`src/rtl/gtm_pkg.sv`:
```
package gtm_pkg;

  typedef enum logic [1:0] {
    SEL_COUNT  = 2'd0,
    SEL_MODE   = 2'd1,
    SEL_TARGET = 2'd2
  } reg_sel_e;

  typedef enum logic [1:0] {
    SRC_HBLANK = 2'd0,
    SRC_VBLANK = 2'd1,
    SRC_NONE   = 2'd2
  } gate_src_e;

  typedef struct packed {
    logic       alt_src;     // bit 8
    logic       irq_toggle;  // bit 7
    logic       irq_repeat;  // bit 6
    logic       irq_on_ovf;  // bit 5
    logic       irq_on_tgt;  // bit 4
    logic       zero_on_tgt; // bit 3
    logic [1:0] gate_mode;   // bits 2:1
    logic       gate_en;     // bit 0
  } mode_t;

  localparam int MODE_W = $bits(mode_t);

  // Blank source wired to each timer position
  function automatic gate_src_e src_of(input int idx);
    case (idx)
      0:       return SRC_HBLANK;
      1, 3:    return SRC_VBLANK;
      default: return SRC_NONE;
    endcase
  endfunction

endpackage

```
`src/rtl/gtm_blank_edges.sv`:
```
module gtm_blank_edges #(
  parameter int N = 2
) (
  input  logic         clk,
  input  logic         rst_n,
  input  logic [N-1:0] lvl,
  output logic [N-1:0] rise,
  output logic [N-1:0] fall
);
  logic [N-1:0] lvl_q;

  always_ff @(posedge clk or negedge rst_n) begin
    if (!rst_n) lvl_q <= '0;
    else        lvl_q <= lvl;
  end

  assign rise = lvl & ~lvl_q;
  assign fall = ~lvl & lvl_q;
endmodule

```
`src/rtl/gtm_gate_ctrl.sv`:
```
module gtm_gate_ctrl
  import gtm_pkg::*;
#(
  parameter gate_src_e SRC = SRC_NONE
) (
  input  mode_t mode,
  input  logic  hold,
  input  logic  blank,
  input  logic  blank_rise,
  input  logic  blank_fall,
  input  logic  alt_tick,
  output logic  inc_req,
  output logic  clr,
  output logic  release_hold,
  output logic  read_zero
);
  logic run;
  logic tick;
  logic sourced;

  assign sourced = mode.gate_en && (SRC != SRC_NONE);
  assign tick    = mode.alt_src ? alt_tick : 1'b1;

  always_comb begin
    if (!mode.gate_en)        run = 1'b1;
    else if (SRC == SRC_NONE) run = mode.gate_mode[0];
    else begin
      case (mode.gate_mode)
        2'd0:    run = !blank;
        2'd1:    run = 1'b1;
        2'd2:    run = blank;
        default: run = !hold;
      endcase
    end
  end

  always_comb begin
    clr          = 1'b0;
    release_hold = 1'b0;
    if (sourced) begin
      case (mode.gate_mode)
        2'd1: clr = blank_fall;
        2'd2: clr = blank_rise | blank_fall;
        2'd3: begin
          release_hold = hold && blank_fall;
          clr          = hold && blank_fall;
        end
        default: ;
      endcase
    end
  end

  assign inc_req   = tick && run;
  assign read_zero = mode.gate_en && (mode.gate_mode == 2'd2) && !run;
endmodule

```
`src/rtl/gtm_timer_core.sv`:
```
module gtm_timer_core
  import gtm_pkg::*;
#(
  parameter int W       = 16,
  parameter bit HAS_SRC = 1'b1,
  parameter int OUT_W   = 32
) (
  input  logic             clk,
  input  logic             rst_n,
  input  logic             wr_count,
  input  logic             wr_mode,
  input  logic             wr_target,
  input  logic [W-1:0]     wr_data,
  input  logic             inc_req,
  input  logic             clr,
  input  logic             release_hold,
  output mode_t            mode_o,
  output logic             hold_o,
  output logic [OUT_W-1:0] count_o,
  output logic [OUT_W-1:0] target_o,
  output logic             irq_n_o
);
  mode_t        mode_q;
  mode_t        mode_wr;
  logic [W-1:0] count_q;
  logic [W-1:0] target_q;
  logic [W-1:0] count_inc;
  logic         irq_q;
  logic         armed_q;
  logic         hold_q;
  logic         wr_any;
  logic         inc_eff;
  logic         hit_tgt;
  logic         hit_ovf;
  logic         fire;

  assign mode_wr   = mode_t'(wr_data[MODE_W-1:0]);
  assign wr_any    = wr_count | wr_mode | wr_target;
  assign inc_eff   = inc_req && !clr && !wr_count;
  assign count_inc = count_q + W'(1);
  assign hit_tgt   = inc_eff && (count_inc == target_q);
  assign hit_ovf   = inc_eff && (&count_q);
  assign fire      = armed_q && !wr_any &&
                     ((hit_tgt && mode_q.irq_on_tgt) || (hit_ovf && mode_q.irq_on_ovf));

  always_ff @(posedge clk or negedge rst_n) begin
    if (!rst_n) begin
      mode_q   <= '0;
      count_q  <= '0;
      target_q <= '0;
      irq_q    <= 1'b1;
      armed_q  <= 1'b1;
      hold_q   <= 1'b0;
    end else if (wr_mode) begin
      mode_q  <= mode_wr;
      count_q <= '0;
      irq_q   <= 1'b1;
      armed_q <= 1'b1;
      hold_q  <= HAS_SRC && mode_wr.gate_en && (mode_wr.gate_mode == 2'd3);
    end else begin
      if (wr_count)     count_q <= wr_data;
      else if (clr)     count_q <= '0;
      else if (inc_eff) count_q <= (hit_tgt && mode_q.zero_on_tgt) ? '0 : count_inc;
      if (release_hold) hold_q <= 1'b0;
      if (wr_target) begin
        target_q <= wr_data;
        irq_q    <= 1'b1;
        armed_q  <= 1'b1;
      end else if (fire) begin
        irq_q   <= mode_q.irq_toggle ? ~irq_q : 1'b0;
        armed_q <= mode_q.irq_repeat;
      end
    end
  end

  assign mode_o   = mode_q;
  assign hold_o   = hold_q;
  assign count_o  = OUT_W'(count_q);
  assign target_o = OUT_W'(target_q);
  assign irq_n_o  = irq_q;
endmodule

```
`src/rtl/gated_timer_bank.sv`:
```
module gated_timer_bank
  import gtm_pkg::*;
#(
  parameter int  NUM_TIMERS = 6,
  parameter int  NARROW_CNT = 3,
  parameter int  NARROW_W   = 16,
  parameter int  WIDE_W     = 32,
  localparam int IDX_W      = $clog2(NUM_TIMERS),
  localparam int DATA_W     = WIDE_W
) (
  input  logic                  clk,
  input  logic                  rst_n,
  input  logic                  hblank,
  input  logic                  vblank,
  input  logic                  pix_en,
  input  logic                  wr_en,
  input  logic [IDX_W-1:0]      wr_idx,
  input  logic [1:0]            wr_reg,
  input  logic [DATA_W-1:0]     wr_data,
  input  logic [IDX_W-1:0]      rd_idx,
  input  logic [1:0]            rd_reg,
  output logic [DATA_W-1:0]     rd_data,
  output logic [NUM_TIMERS-1:0] irq_n
);
  logic [1:0] blank_rise;
  logic [1:0] blank_fall;

  logic [NUM_TIMERS-1:0][DATA_W-1:0] cnt_all;
  logic [NUM_TIMERS-1:0][DATA_W-1:0] tgt_all;
  logic [NUM_TIMERS-1:0][MODE_W-1:0] mode_all;
  logic [NUM_TIMERS-1:0]             hold_all;
  logic [NUM_TIMERS-1:0]             rzero_all;

  // bit 0 horizontal, bit 1 vertical
  gtm_blank_edges #(.N(2)) u_edges (
    .clk  (clk),
    .rst_n(rst_n),
    .lvl  ({vblank, hblank}),
    .rise (blank_rise),
    .fall (blank_fall)
  );

  for (genvar i = 0; i < NUM_TIMERS; i++) begin : g_tmr
    localparam gate_src_e SRC = src_of(i);
    localparam int        W   = (i < NARROW_CNT) ? NARROW_W : WIDE_W;

    mode_t mode_i;
    logic  hit_i, inc_i, clr_i, rel_i;
    logic  blank_i, rise_i, fall_i, alt_i;

    assign hit_i   = wr_en && (wr_idx == IDX_W'(i));
    assign blank_i = (SRC == SRC_HBLANK) ? hblank        : vblank;
    assign rise_i  = (SRC == SRC_HBLANK) ? blank_rise[0] : blank_rise[1];
    assign fall_i  = (SRC == SRC_HBLANK) ? blank_fall[0] : blank_fall[1];
    assign alt_i   = (SRC == SRC_HBLANK) ? pix_en :
                     (SRC == SRC_VBLANK) ? blank_rise[0] : 1'b1;

    gtm_gate_ctrl #(.SRC(SRC)) u_gate (
      .mode        (mode_i),
      .hold        (hold_all[i]),
      .blank       (blank_i),
      .blank_rise  (rise_i),
      .blank_fall  (fall_i),
      .alt_tick    (alt_i),
      .inc_req     (inc_i),
      .clr         (clr_i),
      .release_hold(rel_i),
      .read_zero   (rzero_all[i])
    );

    gtm_timer_core #(
      .W      (W),
      .HAS_SRC(SRC != SRC_NONE),
      .OUT_W  (DATA_W)
    ) u_core (
      .clk         (clk),
      .rst_n       (rst_n),
      .wr_count    (hit_i && (wr_reg == SEL_COUNT)),
      .wr_mode     (hit_i && (wr_reg == SEL_MODE)),
      .wr_target   (hit_i && (wr_reg == SEL_TARGET)),
      .wr_data     (wr_data[W-1:0]),
      .inc_req     (inc_i),
      .clr         (clr_i),
      .release_hold(rel_i),
      .mode_o      (mode_i),
      .hold_o      (hold_all[i]),
      .count_o     (cnt_all[i]),
      .target_o    (tgt_all[i]),
      .irq_n_o     (irq_n[i])
    );

    assign mode_all[i] = mode_i;
  end

  always_comb begin
    rd_data = '0;
    for (int k = 0; k < NUM_TIMERS; k++) begin
      if (rd_idx == IDX_W'(k)) begin
        case (rd_reg)
          SEL_COUNT:  rd_data = rzero_all[k] ? '0 : cnt_all[k];
          SEL_MODE:   rd_data = DATA_W'(mode_all[k]);
          SEL_TARGET: rd_data = tgt_all[k];
          default:    rd_data = '0;
        endcase
      end
    end
  end
endmodule

```
`config.mk`:
```
export PLATFORM = sky130hd
export DESIGN_NAME = gated_timer_bank
export DESIGN_NICKNAME = d
export VERILOG_FILES = /design/src/rtl/gtm_pkg.sv /design/src/rtl/gtm_blank_edges.sv /design/src/rtl/gtm_gate_ctrl.sv /design/src/rtl/gtm_timer_core.sv /design/src/rtl/gated_timer_bank.sv
export SDC_FILE = /design/constraint.sdc
export NUM_CORES = 1
export LEC_CHECK = 0
export BUFFER_PORTS_ARGS = -buffer_cell sky130_fd_sc_hd__buf_2
export CAP_MARGIN = 20
export CORE_ASPECT_RATIO = 1.4
export CORE_MARGIN = 10
export CORE_UTILIZATION = 45
export CTS_CLUSTER_SIZE = 28
export DETAILED_ROUTE_END_ITERATION = 10
export PLACE_DENSITY = 0.59
export SLEW_MARGIN = 20
export SYNTH_ARGS = -nofsm -noshare
export SYNTH_HDL_FRONTEND = slang
export SYNTH_SLANG_ARGS = --single-unit
```
`constraint.sdc`:
```
create_clock -name clk -period 3.9 [get_ports clk]
set_input_delay 0.39 -clock clk [delete_from_list [all_inputs] [get_ports clk]]
set_output_delay 0.39 -clock clk [all_outputs]
set_load 0.05 [all_outputs]
```
==> run summary <==
Status -> complete, no violations
WS Path Type -> reg -> reg
Hold depth -> 2
Wire per inst -> 30.5 um
CTS tree -> done
Setup WS pre-CTS -> 0.0416 ns
Crit-path slowest cell -> a2111oi_0
Sequential area share after synthesis -> 34.3%
RSZ-0062 raised after global routing -> no
Max Root-Sink Buffers -> 3
Pwr Density -> 575 mW/mm^2
Die area -> 0.0685 mm^2
Rel. slew slack -> 18.6%
Clock sinks -> 359
Peak VDD IR -> 0.000439 V
Drt via density -> 6.83
Average size of a mapped cell -> 8.50 um^2
CP Launch Type -> flop
Setup violators final -> 0
Core area -> 0.0576 mm^2
YS warnings -> 0
Chip Width -> 224 um
Num ports -> 86
Most frequent cells in the layout -> 347 x dfrtp_1, 255 x nand2_1, 217 x buf_4
I/O Buffers -> 85
Max-slew violations -> 0
Fin nets -> 3226
Max Cap Viol -> 0
Total GRT Usage -> 34.2%
Ys async rst share -> 100%
Final setup margin -> 0.118 ns
Antenna violations before repair -> 4
Synth Net Count -> 3143
Sw frac -> 41.6%
Net Switching -> 7.20 mW
Worst EP arrival -> 4.24 ns
Comb power frac -> 39.1%
Commonest non-fill, non-tap cell in the layout -> dfrtp_1
Gate Count Post-Synth -> 3086
CP Depth -> 13
Design area -> 0.0301 mm^2
P&R area growth vs syn -> 14.7%
Placement Cell Area -> 0.0285 mm^2
Die span in y -> 306 um
First-pass GRT wire length -> 176000 um
CP cell instances -> ha_1 > nand3_1 > o21ai_0 > nand4_1 > a2111oi_0 > buf_4 > nand4_1 > nor4_2 > buf_4 > and2_1 > buf_4 > o21ai_0 > o31a_1
Period minus WS final -> 3.78 ns
Slowest stage delay, CP -> 0.54 ns
Largest delay share family, worst path -> compound AO/OA/AOI/OAI gates
DP HPWL -> 90400 um
Initial DRC count -> 2958
Critical Path Most Common Cell -> buf_4
Post-synth EDFFs -> 0
CTS clk-pin slew, worst paths -> 0.06 ns
Worst-path fanout max -> 7
Hold Slack -> 0.161 ns
Area of the multi-input gates -> 0.0160 mm^2
Actual slew at the worst max-slew pin -> 1.22 ns
Initial Utilization -> 45.5%
Buf/Inv on CP -> 3
Clk_skew -> 0.0314 ns
Antenna Violating Nets Remaining -> 0
Pint -> 10.1 mW
Final Hold Vio Count -> 0
Root buf cell -> clkbuf_16
Final Routed Wirelength -> 120000 um
Grt ovf -> 0
Min-delay worst type -> in -> reg
Share of cells above drive strength 1 -> 20.1%
Max Freq -> 264 MHz
Worst-Skew Late Latency -> 0.60 ns
DRC -> 0
Cell variety after synth -> 86
Yosys reg bits -> 359
Synthesized cell area -> 0.0262 mm^2
Num CTS Buffers -> 42
Fill count -> 5483
TNS Setup -> 0 ns
Worst-case reg-to-reg path depth -> 13
DR pass1 iterations -> 7
Largest net degree at the start of global routing -> 102
Via count -> 26964
Synth Flop Type -> dfrtp_1
Sequential share of power -> 35.7%
RePlAce Congestion -> 1.02
CP endpoint kind -> flop
Total area of sequential cells -> 0.00900 mm^2
Clock power frac -> 25.2%
Required time worst endpoint -> 4.36 ns
H-tree Lvls -> 2
Fin crit share -> 97.0%
Pleak -> 11.9 nW
Core Rows -> 104
Vias in the first global route -> 26271
worst reg2reg max path: stages (launching register included):
cell and delay [ns]:
dfrtp_1 0.45, ha_1 0.23, nand3_1 0.27, o21ai_0 0.43, nand4_1 0.26, a2111oi_0 0.54
buf_4 0.20, nand4_1 0.11, nor4_2 0.26, buf_4 0.21, and2_1 0.16, buf_4 0.16
o21ai_0 0.09, o31a_1 0.29
cell usage after synthesis, types with 16 or more instances:
cell type	count	area, um^2
a211oi_1	16	120
a21oi_1	195	976
a221o_1	26	260
a221oi_1	25	219
a222oi_1	20	200
a22o_1	19	166
a22oi_1	107	803
a31oi_1	71	444
and2_1	21	131
and3_1	29	181
and4_1	29	254
buf_2	18	90.1
clkbuf_1	234	878
dfrtp_1	347	8680
inv_1	75	282
mux2_2	198	2230
nand2_1	255	957
nand2b_1	38	238
nand3_1	125	626
nand4_1	76	475
nor2_1	202	758
nor2b_1	44	275
nor3_1	84	420
nor4_1	50	313
o21ai_0	138	691
o22a_1	26	228
o22ai_1	54	338
o31ai_1	31	233
or3_1	29	181
or4_1	30	225
xnor2_1	120	1050
xor2_1	63	552
final timing paths:
path | slack [ns] | from | endpoint
setup / recovery | 0.12 | g_tmr[5].u_core.count_o[0] | g_tmr[5].u_core.count_o[31]
hold / removal | 0.16 | wr_data[22] | g_tmr[3].u_core.target_o[22]
setup reg to reg | 0.12 | g_tmr[5].u_core.count_o[0] | g_tmr[5].u_core.count_o[31]
hold reg to reg | 0.51 | g_tmr[4].u_core.mode_o[8] | g_tmr[4].u_core.mode_o[8]
max in group asynchronous | 2.48 | rst_n | g_tmr[4].u_core.count_o[31]
min in group asynchronous | 0.42 | rst_n | g_tmr[1].u_core.mode_o[7]
flip-flops by register name, summed over array words and instances, names as in the netlist:
name,cells
g_tmr.u_core.target_o,96
g_tmr.u_core.irq_n_o,6
g_tmr.u_core.armed_q,6
g_tmr.u_core.count_q,48
g_tmr.u_core.mode_o,54
g_tmr.u_core.hold_o,3
u_edges.lvl_q,2
g_tmr.u_core.target_q,48
g_tmr.u_core.count_o,96
cells by family (layout without fill, tap and decap cells):
kind of cell,Yosys count,in the layout,share of synthesized area (%)
xor+xnor,187,187,6.46
flops,359,359,34.3
buf+inv,350,466,5.22
mux,212,212,9.04
simple gates,1074,1074,21.2
other cells,0,4,0
fa+ha+maj,9,9,0.429
compound gates,895,895,23.3
power by group through the flow:
stage / clock network, mW / registers [mW] / logic [mW]
after floorplan: 0 / 5.38 / 4.84
after global placement: 0 / 6.15 / 6.52
after detailed placement: 0 / 6.19 / 6.58
after CTS: 4.41 / 6.13 / 6.62
after global routing: 4.54 / 6.33 / 7.25
final: 4.36 / 6.18 / 6.76
cell type report:
cell class                      count  area share, %
Sequential cell                   359           29.9
Multi-Input combinational cell   2377           53.0
Antenna cell                        4         0.0333
Tap cell                          742           3.09
Clock buffer                       58           4.16
Clock inverter                     19          0.865
Timing Repair Buffer              313           7.95
Inverter                           76          0.949
stage by stage:
step / total power, mW / utilization [%] / cells
after floorplan: 10.2 / - / 3086
after global placement: 12.7 / 49.4 / 3863
after detailed placement: 12.8 / 49.4 / 3863
after CTS: 17.2 / 52.1 / 3943
after global routing: 18.1 / 52.2 / 3946
final: 17.3 / 52.2 / 3948
per-layer routing:
metal  up-vias  routed length [um]  global-route usage, %
met5         -                  20                      0
met4         4               11800                   28.2
met3       381                7970                   4.86
met2      1330               55100                   54.6
li1      11823                   -                      -
met1     13426               45400                   40.4
timing repair:
action / 4_1_cts / 5_1_grt
setup buffers: 0 / 1
setup endpoints to repair: 1 / 44
hold buffers: 3 / 0
resized for setup: 1 / 5
hold endpoints to repair: 88 / 0
pin swaps: 0 / 1
(Power assumes the default switching activity.)
